`config.mk`:
```
export PLATFORM = sky130hd
export DESIGN_NAME = nor_write_engine
export DESIGN_NICKNAME = d
export VERILOG_FILES = /design/src/rtl/nwe_pkg.sv /design/src/rtl/nwe_bit_timer.sv /design/src/rtl/nwe_byte_shifter.sv /design/src/rtl/nwe_cs_guard.sv /design/src/rtl/nor_write_engine.sv
export SDC_FILE = /design/constraint.sdc
export NUM_CORES = 1
export LEC_CHECK = 0
export ABC_AREA = 1
export CAP_MARGIN = 20
export CORE_AREA = 3 3 97 99
export DETAILED_ROUTE_END_ITERATION = 10
export DIE_AREA = 0 0 100 102
export HOLD_SLACK_MARGIN = 0.02
export PLACE_DENSITY = 0.75
export SETUP_SLACK_MARGIN = 0.15
export SLEW_MARGIN = 15
export SYNTH_ARGS = -nofsm -noshare
export SYNTH_HDL_FRONTEND = slang
export SYNTH_SLANG_ARGS = --single-unit
```
`constraint.sdc`:
```
create_clock -name clk -period 1.5 [get_ports clk]
set_input_delay 0.3 -clock clk [delete_from_list [all_inputs] [get_ports clk]]
set_output_delay 0.3 -clock clk [all_outputs]
set_load 0.005 [all_outputs]
```
`src/rtl/nwe_pkg.sv`:
```
package nwe_pkg;
    localparam logic [7:0] OP_PROG  = 8'h02;
    localparam logic [7:0] OP_RDSR  = 8'h05;
    localparam logic [7:0] OP_WREN  = 8'h06;
    localparam logic [7:0] OP_ERASE = 8'h20;

    typedef enum logic [3:0] {
        ST_IDLE,
        ST_GAP,
        ST_POLL_OP,
        ST_POLL_RD,
        ST_WREN,
        ST_CMD,
        ST_ADDR,
        ST_DATA,
        ST_FINISH
    } seq_state_t;
endpackage

```
`src/rtl/nwe_bit_timer.sv`:
```
module nwe_bit_timer #(
    parameter int DIV = 4
) (
    input  logic clk,
    input  logic rst_n,
    input  logic run,
    output logic sclk_hi,
    output logic bit_last
);
    localparam int PW   = $clog2(DIV);
    localparam int HALF = DIV / 2;

    logic [PW-1:0] ph;

    always_ff @(posedge clk or negedge rst_n) begin
        if (!rst_n) begin
            ph <= '0;
        end else if (!run) begin
            ph <= '0;
        end else if (ph == PW'(DIV - 1)) begin
            ph <= '0;
        end else begin
            ph <= ph + PW'(1);
        end
    end

    assign sclk_hi  = run && (ph >= PW'(HALF));
    assign bit_last = run && (ph == PW'(DIV - 1));
endmodule

```
`src/rtl/nwe_byte_shifter.sv`:
```
module nwe_byte_shifter #(
    parameter int DIV = 4
) (
    input  logic       clk,
    input  logic       rst_n,
    input  logic       start,
    input  logic [7:0] tx_byte,
    input  logic       miso,
    output logic       busy,
    output logic       done,
    output logic       rx_bit,
    output logic       sclk,
    output logic       mosi
);
    logic       active;
    logic [2:0] cnt;
    logic [7:0] sh;
    logic       done_q;
    logic       rx_q;
    logic       sclk_hi;
    logic       bit_last;

    nwe_bit_timer #(.DIV(DIV)) u_timer (
        .clk      (clk),
        .rst_n    (rst_n),
        .run      (active),
        .sclk_hi  (sclk_hi),
        .bit_last (bit_last)
    );

    always_ff @(posedge clk or negedge rst_n) begin
        if (!rst_n) begin
            active <= 1'b0;
            cnt    <= '0;
            sh     <= '0;
            done_q <= 1'b0;
            rx_q   <= 1'b0;
        end else begin
            done_q <= 1'b0;
            if (!active) begin
                if (start) begin
                    sh     <= tx_byte;
                    cnt    <= '0;
                    active <= 1'b1;
                end
            end else if (bit_last) begin
                rx_q <= miso;
                if (cnt == 3'd7) begin
                    active <= 1'b0;
                    done_q <= 1'b1;
                end else begin
                    cnt <= cnt + 3'd1;
                    sh  <= {sh[6:0], 1'b0};
                end
            end
        end
    end

    assign busy   = active;
    assign done   = done_q;
    assign rx_bit = rx_q;
    assign sclk   = sclk_hi;
    assign mosi   = sh[7];


    mosi_hold_chk: assert property (@(posedge clk) disable iff (!rst_n)
        (sclk && $past(sclk)) |-> $stable(mosi));
endmodule

```
`src/rtl/nwe_cs_guard.sv`:
```
module nwe_cs_guard #(
    parameter int DIV = 4
) (
    input  logic clk,
    input  logic rst_n,
    input  logic cs_n,
    output logic gap_ok
);
    localparam int CW = $clog2(DIV + 1);

    logic [CW-1:0] hi_cnt;

    always_ff @(posedge clk or negedge rst_n) begin
        if (!rst_n) begin
            hi_cnt <= CW'(DIV);
        end else if (!cs_n) begin
            hi_cnt <= '0;
        end else if (hi_cnt != CW'(DIV)) begin
            hi_cnt <= hi_cnt + CW'(1);
        end
    end

    assign gap_ok = (hi_cnt == CW'(DIV));
endmodule

```
`src/rtl/nor_write_engine.sv`:
```
module nor_write_engine
    import nwe_pkg::*;
#(
    parameter int DIV          = 4,
    parameter int LEN_W        = 12,
    parameter int PAGE_BYTES   = 256,
    parameter int SECTOR_BYTES = 4096
) (
    input  logic             clk,
    input  logic             rst_n,
    input  logic             cmd_valid,
    input  logic [7:0]       cmd_op,
    input  logic [23:0]      cmd_addr,
    input  logic [LEN_W-1:0] cmd_len,
    output logic             cmd_busy,
    output logic             cmd_done,
    output logic             cmd_err,
    input  logic [7:0]       wr_data,
    input  logic             wr_valid,
    output logic             wr_ready,
    output logic             spi_cs_n,
    output logic             spi_sclk,
    output logic             spi_mosi,
    input  logic             spi_miso
);
    localparam int CNT_W = $clog2(PAGE_BYTES) + 1;
    localparam logic [23:0] SECT_MASK = 24'(SECTOR_BYTES - 1);

    seq_state_t       state, nstate, resume;
    logic             cs_n_q;
    logic [7:0]       op_q;
    logic [23:0]      addr_q;
    logic [CNT_W-1:0] remain;
    logic             post_q;
    logic             armed;
    logic [1:0]       aidx;
    logic             err_q;

    logic             sh_start, sh_busy, sh_done, sh_rx;
    logic [7:0]       sh_tx;
    logic             gap_ok;
    logic             op_ok, byte_state, can_launch, prog_more;
    logic [CNT_W-1:0] len_clamped;

    nwe_byte_shifter #(.DIV(DIV)) u_shift (
        .clk     (clk),
        .rst_n   (rst_n),
        .start   (sh_start),
        .tx_byte (sh_tx),
        .miso    (spi_miso),
        .busy    (sh_busy),
        .done    (sh_done),
        .rx_bit  (sh_rx),
        .sclk    (spi_sclk),
        .mosi    (spi_mosi)
    );

    nwe_cs_guard #(.DIV(DIV)) u_guard (
        .clk    (clk),
        .rst_n  (rst_n),
        .cs_n   (cs_n_q),
        .gap_ok (gap_ok)
    );

    assign op_ok       = (cmd_op == OP_PROG) || (cmd_op == OP_ERASE);
    assign len_clamped = (cmd_len > LEN_W'(PAGE_BYTES)) ? CNT_W'(PAGE_BYTES)
                                                        : CNT_W'(cmd_len);
    assign prog_more   = (op_q == OP_PROG) && (remain != '0);

    // next-state logic
    always_comb begin
        nstate = state;
        unique case (state)
            ST_IDLE:    if (cmd_valid && op_ok) nstate = ST_GAP;
            ST_GAP:     if (gap_ok) nstate = resume;
            ST_POLL_OP: if (sh_done) nstate = ST_POLL_RD;
            ST_POLL_RD: if (sh_done) nstate = (!sh_rx && post_q) ? ST_FINISH : ST_GAP;
            ST_WREN:    if (sh_done) nstate = ST_GAP;
            ST_CMD:     if (sh_done) nstate = ST_ADDR;
            ST_ADDR:    if (sh_done && aidx == 2'd2) nstate = prog_more ? ST_DATA : ST_GAP;
            ST_DATA:    if (sh_done && remain == CNT_W'(1)) nstate = ST_GAP;
            ST_FINISH:  nstate = ST_IDLE;
            default:    nstate = ST_IDLE;
        endcase
    end

    // state register and per-operation context
    always_ff @(posedge clk or negedge rst_n) begin
        if (!rst_n) begin
            state  <= ST_IDLE;
            resume <= ST_POLL_OP;
            cs_n_q <= 1'b1;
            op_q   <= '0;
            addr_q <= '0;
            remain <= '0;
            post_q <= 1'b0;
            armed  <= 1'b0;
            aidx   <= '0;
            err_q  <= 1'b0;
        end else begin
            state <= nstate;
            err_q <= (state == ST_IDLE) && cmd_valid && !op_ok;
            if (sh_start) armed <= 1'b1;
            if (sh_done)  armed <= 1'b0;
            unique case (state)
                ST_IDLE: begin
                    if (cmd_valid && op_ok) begin
                        op_q   <= cmd_op;
                        addr_q <= (cmd_op == OP_ERASE) ? (cmd_addr & ~SECT_MASK) : cmd_addr;
                        remain <= (cmd_op == OP_PROG) ? len_clamped : '0;
                        post_q <= 1'b0;
                        aidx   <= '0;
                        resume <= ST_POLL_OP;
                    end
                end
                ST_GAP: begin
                    if (gap_ok) cs_n_q <= 1'b0;
                end
                ST_POLL_RD: begin
                    if (sh_done) begin
                        cs_n_q <= 1'b1;
                        resume <= sh_rx ? ST_POLL_OP : ST_WREN;
                    end
                end
                ST_WREN: begin
                    if (sh_done) begin
                        cs_n_q <= 1'b1;
                        resume <= ST_CMD;
                    end
                end
                ST_ADDR: begin
                    if (sh_done) begin
                        addr_q <= {addr_q[15:0], 8'h00};
                        aidx   <= aidx + 2'd1;
                        if (aidx == 2'd2 && !prog_more) begin
                            cs_n_q <= 1'b1;
                            post_q <= 1'b1;
                            resume <= ST_POLL_OP;
                        end
                    end
                end
                ST_DATA: begin
                    if (sh_done) begin
                        remain <= remain - CNT_W'(1);
                        if (remain == CNT_W'(1)) begin
                            cs_n_q <= 1'b1;
                            post_q <= 1'b1;
                            resume <= ST_POLL_OP;
                        end
                    end
                end
                default: ;
            endcase
        end
    end

    // outputs
    always_comb begin
        byte_state = (state == ST_POLL_OP) || (state == ST_POLL_RD) || (state == ST_WREN) ||
                     (state == ST_CMD) || (state == ST_ADDR) || (state == ST_DATA);
        can_launch = byte_state && !armed && !sh_busy;
        wr_ready   = (state == ST_DATA) && can_launch;
        sh_start   = (state == ST_DATA) ? (wr_ready && wr_valid) : can_launch;
        unique case (state)
            ST_POLL_OP: sh_tx = OP_RDSR;
            ST_WREN:    sh_tx = OP_WREN;
            ST_CMD:     sh_tx = op_q;
            ST_ADDR:    sh_tx = addr_q[23:16];
            ST_DATA:    sh_tx = wr_data;
            default:    sh_tx = 8'h00;
        endcase
        spi_cs_n = cs_n_q;
        cmd_busy = (state != ST_IDLE);
        cmd_done = (state == ST_FINISH);
        cmd_err  = err_q;
    end


    sclk_idle_chk: assert property (@(posedge clk) disable iff (!rst_n)
        spi_cs_n |-> !spi_sclk);


    cs_gap_chk: assert property (@(posedge clk) disable iff (!rst_n)
        $fell(spi_cs_n) |-> $past(gap_ok));


    done_pulse_chk: assert property (@(posedge clk) disable iff (!rst_n)
        cmd_done |=> (!cmd_done && !cmd_busy));


    ready_window_chk: assert property (@(posedge clk) disable iff (!rst_n)
        wr_ready |-> (!spi_cs_n && !spi_sclk));


    err_idle_chk: assert property (@(posedge clk) disable iff (!rst_n)
        cmd_err |-> (!cmd_busy && spi_cs_n));
endmodule

```
Yosys cells after proc, flatten, opt, wreduce, memory -nomap -nowiden --
Index checks and enable logic that the tools add are counted.
Word-level totals: bits in registers 74, input bits 57, output and inout port bits 7, word-level logic and storage cells 166
Cells by class: reduce and logical (&&, ||, !) cells 45, equality and inequality tests 33, magnitude comparators 2, mux-type cells 64, add/subtract/negate cells 5
Operators with widths (number):
- 4-bit two-way mux | 16
- 24-bit two-way mux | 2
- 24-bit case mux with 2 select lines | 1
- 8-bit case mux with 5 select lines | 1
- 9-bit two-way mux | 4
- 8-bit two-way mux | 4
- 4-bit case mux with 8 select lines | 1
- 3-bit two-way mux | 8
- 4-bit case mux with 5 select lines | 1
- 2-bit by 1-bit != test with 1-bit output, second input constant | 9
- 9-bit case mux with 2 select lines | 1
- 1-bit two-way mux | 17
- 4-bit by 3-bit equality test with 1-bit output, second input constant | 4
- 8-bit by 2-bit equality test with 1-bit output, second input constant | 2
- 8-bit AND reduction | 2
- 1-bit logical AND | 14
- 2-bit != test, second input constant | 7
- 12-bit by 9-bit > comparator with 1-bit output, second input constant | 1
- 12-bit two-way mux | 1
- 9-bit by 1-bit equality test with 1-bit output, second input constant | 1
- 3-bit AND reduction | 3
- 9-bit nonzero test | 1
- 9-bit by 1-bit subtractor with 9-bit output, second input constant | 1
- 4-bit by 2-bit equality test with 1-bit output, second input constant | 2
- 24 further kinds | 45

Depth between registers and ports, before layout --
depth after elaboration 13, mapped depth 12

Hierarchy --
Synthesis repeated with hierarchy kept, for this count alone.
Second synthesis, totals: cell total of the unflattened synthesis 576, area, all modules 4230.3 µm²
Modules (own cells, without submodules):
- nor_write_engine | cells each 453, area an instance 3268.1 µm², times used 1
- nwe_byte_shifter | cells each 91, area an instance 690.7 µm², times used 1
- nwe_cs_guard | cells each 19, area an instance 162.7 µm², times used 1
- nwe_bit_timer | cells each 13, area an instance 108.9 µm², times used 1

Least setup slack after synthesis --
Ideal clock, no wire load.
path kind reg-to-reg, start point register u_shift.cnt[0], end point register u_shift.sh[1], library setup time 125 ps, cell stages (with the launch flop) 9, clock period less this slack 1614 ps, slack -114 ps, data arrival time 1490 ps, cells stage by stage dfrtp_1 -> ha_1 -> ha_1 -> nor2_1 -> inv_1 -> nand2_4 -> inv_4 -> nand2_1 -> nand3_1
On the way: cells in the longest elaborated chain, start to end 3
Ends and longest elaborated chain:
- start: declaration | line nwe_byte_shifter.sv:16 | logic [2:0] cnt;
- start signal: assignment | line nwe_byte_shifter.sv:52 | cnt <= cnt + 3'd1;
- 3-bit equality test | line nwe_byte_shifter.sv:48 | if (cnt == 3'd7) begin
- 2-bit != test (no source line)
- 3-bit AND reduction (no source line)
- end signal: assignment | line nwe_byte_shifter.sv:42 | sh <= tx_byte;
- end signal: assignment | line nwe_byte_shifter.sv:53 | sh <= {sh[6:0], 1'b0};
- end: declaration | line nwe_byte_shifter.sv:17 | logic [7:0] sh;
No other way between the ends. A chain may end at the register's enable or synchronous reset.

Worst setup path in the final report --
start point register state[3], end point register state[1]
On the way: cells in the longest elaborated chain, start to end 3, elaborated cells on any way between the ends 18, classes of those cells 15 x eq/ne; 1 x mux; 2 x reduce/logical
Ends and longest elaborated chain:
- start: declaration | line nor_write_engine.sv:29 | seq_state_t state, nstate, resume;
- start signal: assignment | line nor_write_engine.sv:101 | state <= nstate;
- 4-bit by 3-bit equality test with 1-bit output, or another cell as far along | line nor_write_engine.sv:73 | unique case (state)
- 2-bit by 1-bit != test with 1-bit output (no source line) / 2-bit != test (equally long branches)
- 8-bit AND reduction (no source line)
Parallel ways exist; a longest one is shown, timed or not.

==> flow_summary.ini <==
[sta]
slew_headroom = 0.678
skew_ps = 12.8
setup_ws_ps = -269
period_needed_ps = 1770
tightestPinTransition_ps = 478
final_hold_viol_count = 0
drv_slew = 0
fin_crit_sh = 1.18
fmax_mhz = 565
setup_viol = 68
rsz0062_at_grt = yes

[detailed_routing]
ant_nets = 0
drt-total-wl_mm = 15.0
drt_first_pass_iters = 5
drtIter0Drc = 427
wire_per_inst_um = 17.7
avgViaCountPerCell = 5.59
dr_total_vias = 4737
drcViolationCount = 0

[worst_setup_path]
cp.arrival_ps = 2040
crit_type = flip-flop to flip-flop
startpoint_type = flip-flop
worstPathRequired_ps = 1770
cp_max_fo = 5
worstSetupEndpointType = flip-flop

[final_layout]
nets = 801
diodes = 0
area_growth_pct = 64.4
drive_above_1_share = 0.411
final.fill_count = 439

[clock_tree]
htreeDepth = 3
cts_tree = built
cts.reportedPaths.clkPinSlew_ps = 100
cts_buffer_depth = 2
cts_buffers = 9
root_buffer = clkbuf_8
cts.sinks = 73
clk-insertion-delay-late_ps = 370

[floorplanning]
chipWidth_um = 100
design.core.area_um2 = 8640
rows = 34
start_util = 0.489
dieHeight_um = 102
dieArea_um2 = 10200
ios = 64

[synthesis]
synth_area_um2 = 4220
postSynthAreaPerCell_um2 = 7.45
synth-edff-count = 0
synth_ff_type = dfrtp_1
async_reset_ff_frac = 1.00
ys_seq_area_frac = 0.434
synth_cell_type_count = 40
ys_warn_count = 0
netlist_instances = 566
synthesis.nets = 633
synth_seq_cells = 73

[global_route]
grt_max_degree = 74
antenna_found_initial = 0
grt_pass1_wl_mm = 20.4
grt_pass1_vias = 4392
gr-total-overflow = 0
grtUsageTotal = 0.250

[pwr]
p_leak_nw = 3.42
cellPowerDensity_nw_per_um2 = 1290
ir_drop_uv = 612
finalPower_mw = 8.91

[hold_path]
hold_class = input port to asynchronous set/reset pin

[outcome]
violations = setup timing
status = finished, violations left

[place]
dp_slack_ps = -444
hpwl_mm = 7.83
gp_congestion = 0.909
io_buffers = 63

[flow_run]
maxCapViolCount = 0
-- critical path: stages, from the launching register on --
cell and delay [ps]:
dfrtp_2 460, buf_4 160, nor2_4 190, nand2_4 110, clkinv_4 90, buf_6 100, nand3_4 110, buf_6 150
nand2_1 50, nor2_1 40, o21ai_1 210
-- layer usage --
metal  wire length [um]  GRT usage  up-vias
met1               5550      0.316     2276
met2               7870      0.427      259
met4                612     0.0933        0
met5                  0          0        -
li1                   -          -     2135
met3                954     0.0505       67
-- where the power goes --
| part | internal (mW) | switching [mW] | leakage, nW |
|---|---|---|---|
| Clock | 0.632 | 0.892 | 0.0888 |
| Sequential | 2.44 | 0.344 | 0.900 |
| Combinational | 2.01 | 2.60 | 2.43 |
| Total | 5.08 | 3.83 | 3.42 |
-- placed cells by master, fill, tap and decap left out, types with 7 or more instances in the layout --
cell type        Yosys  final
clkbuf_8             0      9
nand3_2              2     25
nor2_4               1     17
clkdlybuf4s50_1      0     55
inv_1               71     63
o21ai_2              3     20
buf_6                5     31
nand3_1             51     23
ha_1                10      8
nand2_4              5     16
nor2_1              52     28
nor2_2               3     11
a21oi_1             11      7
a21oi_2              8      8
dfrtp_1             70     66
buf_4                2     54
buf_12               0     10
nand2_2              7     36
nand2_1            176    132
o21ai_0             50     20
o21ai_1              2     15
-- what timing repair did --
item	CTS	global route
gates resized for setup	112	158
endpoints found under the setup margin	72	70
cloned	6	2
buffers inserted	28	9
pin swaps	21	53
endpoints found under the hold margin	70	0
hold buffers	1	0
-- cell type report --
class / instances / area [um2] / area share
Multi-Input combinational cell: 405 / 2680 / 0.387
Timing Repair Buffer: 166 / 1740 / 0.250
Timing Repair inverter: 2 / 17.5 / 0.00253
Inverter: 77 / 344 / 0.0496
Sequential cell: 73 / 1840 / 0.265
Clock buffer: 9 / 124 / 0.0179
Clock inverter: 7 / 61.3 / 0.00884
Tap cell: 108 / 135 / 0.0195
-- cells by family (layout without fill, tap and decap cells) --
| family | count (synthesis) | after routing | synth area share |
|---|---|---|---|
| AO/OA/AOI/OAI | 81 | 81 | 0.112 |
| XOR/XNOR | 1 | 1 | 0.00208 |
| adder cells (fa/ha/maj) | 10 | 10 | 0.0297 |
| buffers and inverters | 89 | 261 | 0.0925 |
| flip-flops | 73 | 73 | 0.434 |
| AND/OR/NAND/NOR | 312 | 313 | 0.330 |
-- path summary, 6_finish.rpt --
kind	slack, ps	cells after the start	from	to
min in group clk	490	2	u_shift.sh[0]	u_shift.sh[0]
max in group asynchronous	680	3	rst_n	spi_cs_n
hold / removal	490	3	rst_n	u_shift.u_timer.ph[0]
setup / recovery	-270	10	state[3]	state[1]
hold reg to reg	490	2	u_shift.sh[0]	u_shift.sh[0]
setup reg to reg	-270	10	state[3]	state[1]
-- cells in the mapped netlist, types with 2 or more instances --
library cell / instances / share of area
nor2_1: 52 / 0.046
a21oi_1: 11 / 0.013
inv_1: 71 / 0.063
dfrtp_1: 70 / 0.42
o21ai_0: 50 / 0.059
a21oi_2: 8 / 0.017
inv_2: 3 / 0.0027
buf_2: 4 / 0.0047
o21ai_1: 2 / 0.0024
a31oi_1: 2 / 0.0030
nand3_1: 51 / 0.060
nand3b_1: 3 / 0.0053
nor2_2: 3 / 0.0044
buf_4: 2 / 0.0036
ha_1: 10 / 0.030
nand2_4: 5 / 0.013
or2_2: 2 / 0.0030
nand2_2: 7 / 0.010
o21ai_2: 3 / 0.0062
nand2_1: 176 / 0.16
nor3b_1: 2 / 0.0036
buf_6: 5 / 0.013
nor3_1: 3 / 0.0036
dfstp_2: 3 / 0.019
nand3_2: 2 / 0.0047
inv_4: 2 / 0.0030
-- metrics by stage --
| stage | hold WS [ps] | instances | setup TNS (ps) | cell area, um2 | util |
|---|---|---|---|---|---|
| after global routing | 507 | 847 | -15150 | 6930 | 0.803 |
| after global placement | 359 | 785 | -16320 | 5450 | 0.631 |
| after detailed placement | 365 | 785 | -19280 | 5450 | 0.631 |
| after CTS | 468 | 836 | -6690 | 6280 | 0.727 |
| after floorplan | 4.41 | 566 | 0 | 4300 | - |
| final | 487 | 847 | -11450 | 6930 | 0.803 |
-- registers in the layout, indices dropped and copies added (netlist names) --
signal,flops
addr_q,24
remain,9
op_q,8
u_shift.sh,8
state,4
resume,3
u_guard.hi_cnt,3
u_shift.cnt,3
aidx,2
u_shift.u_timer.ph,2
armed,1
cmd_err,1
post_q,1
spi_cs_n,1
u_shift.busy,1
u_shift.done,1
u_shift.rx_bit,1
No activity file was read; power rests on OpenSTA's default activity.
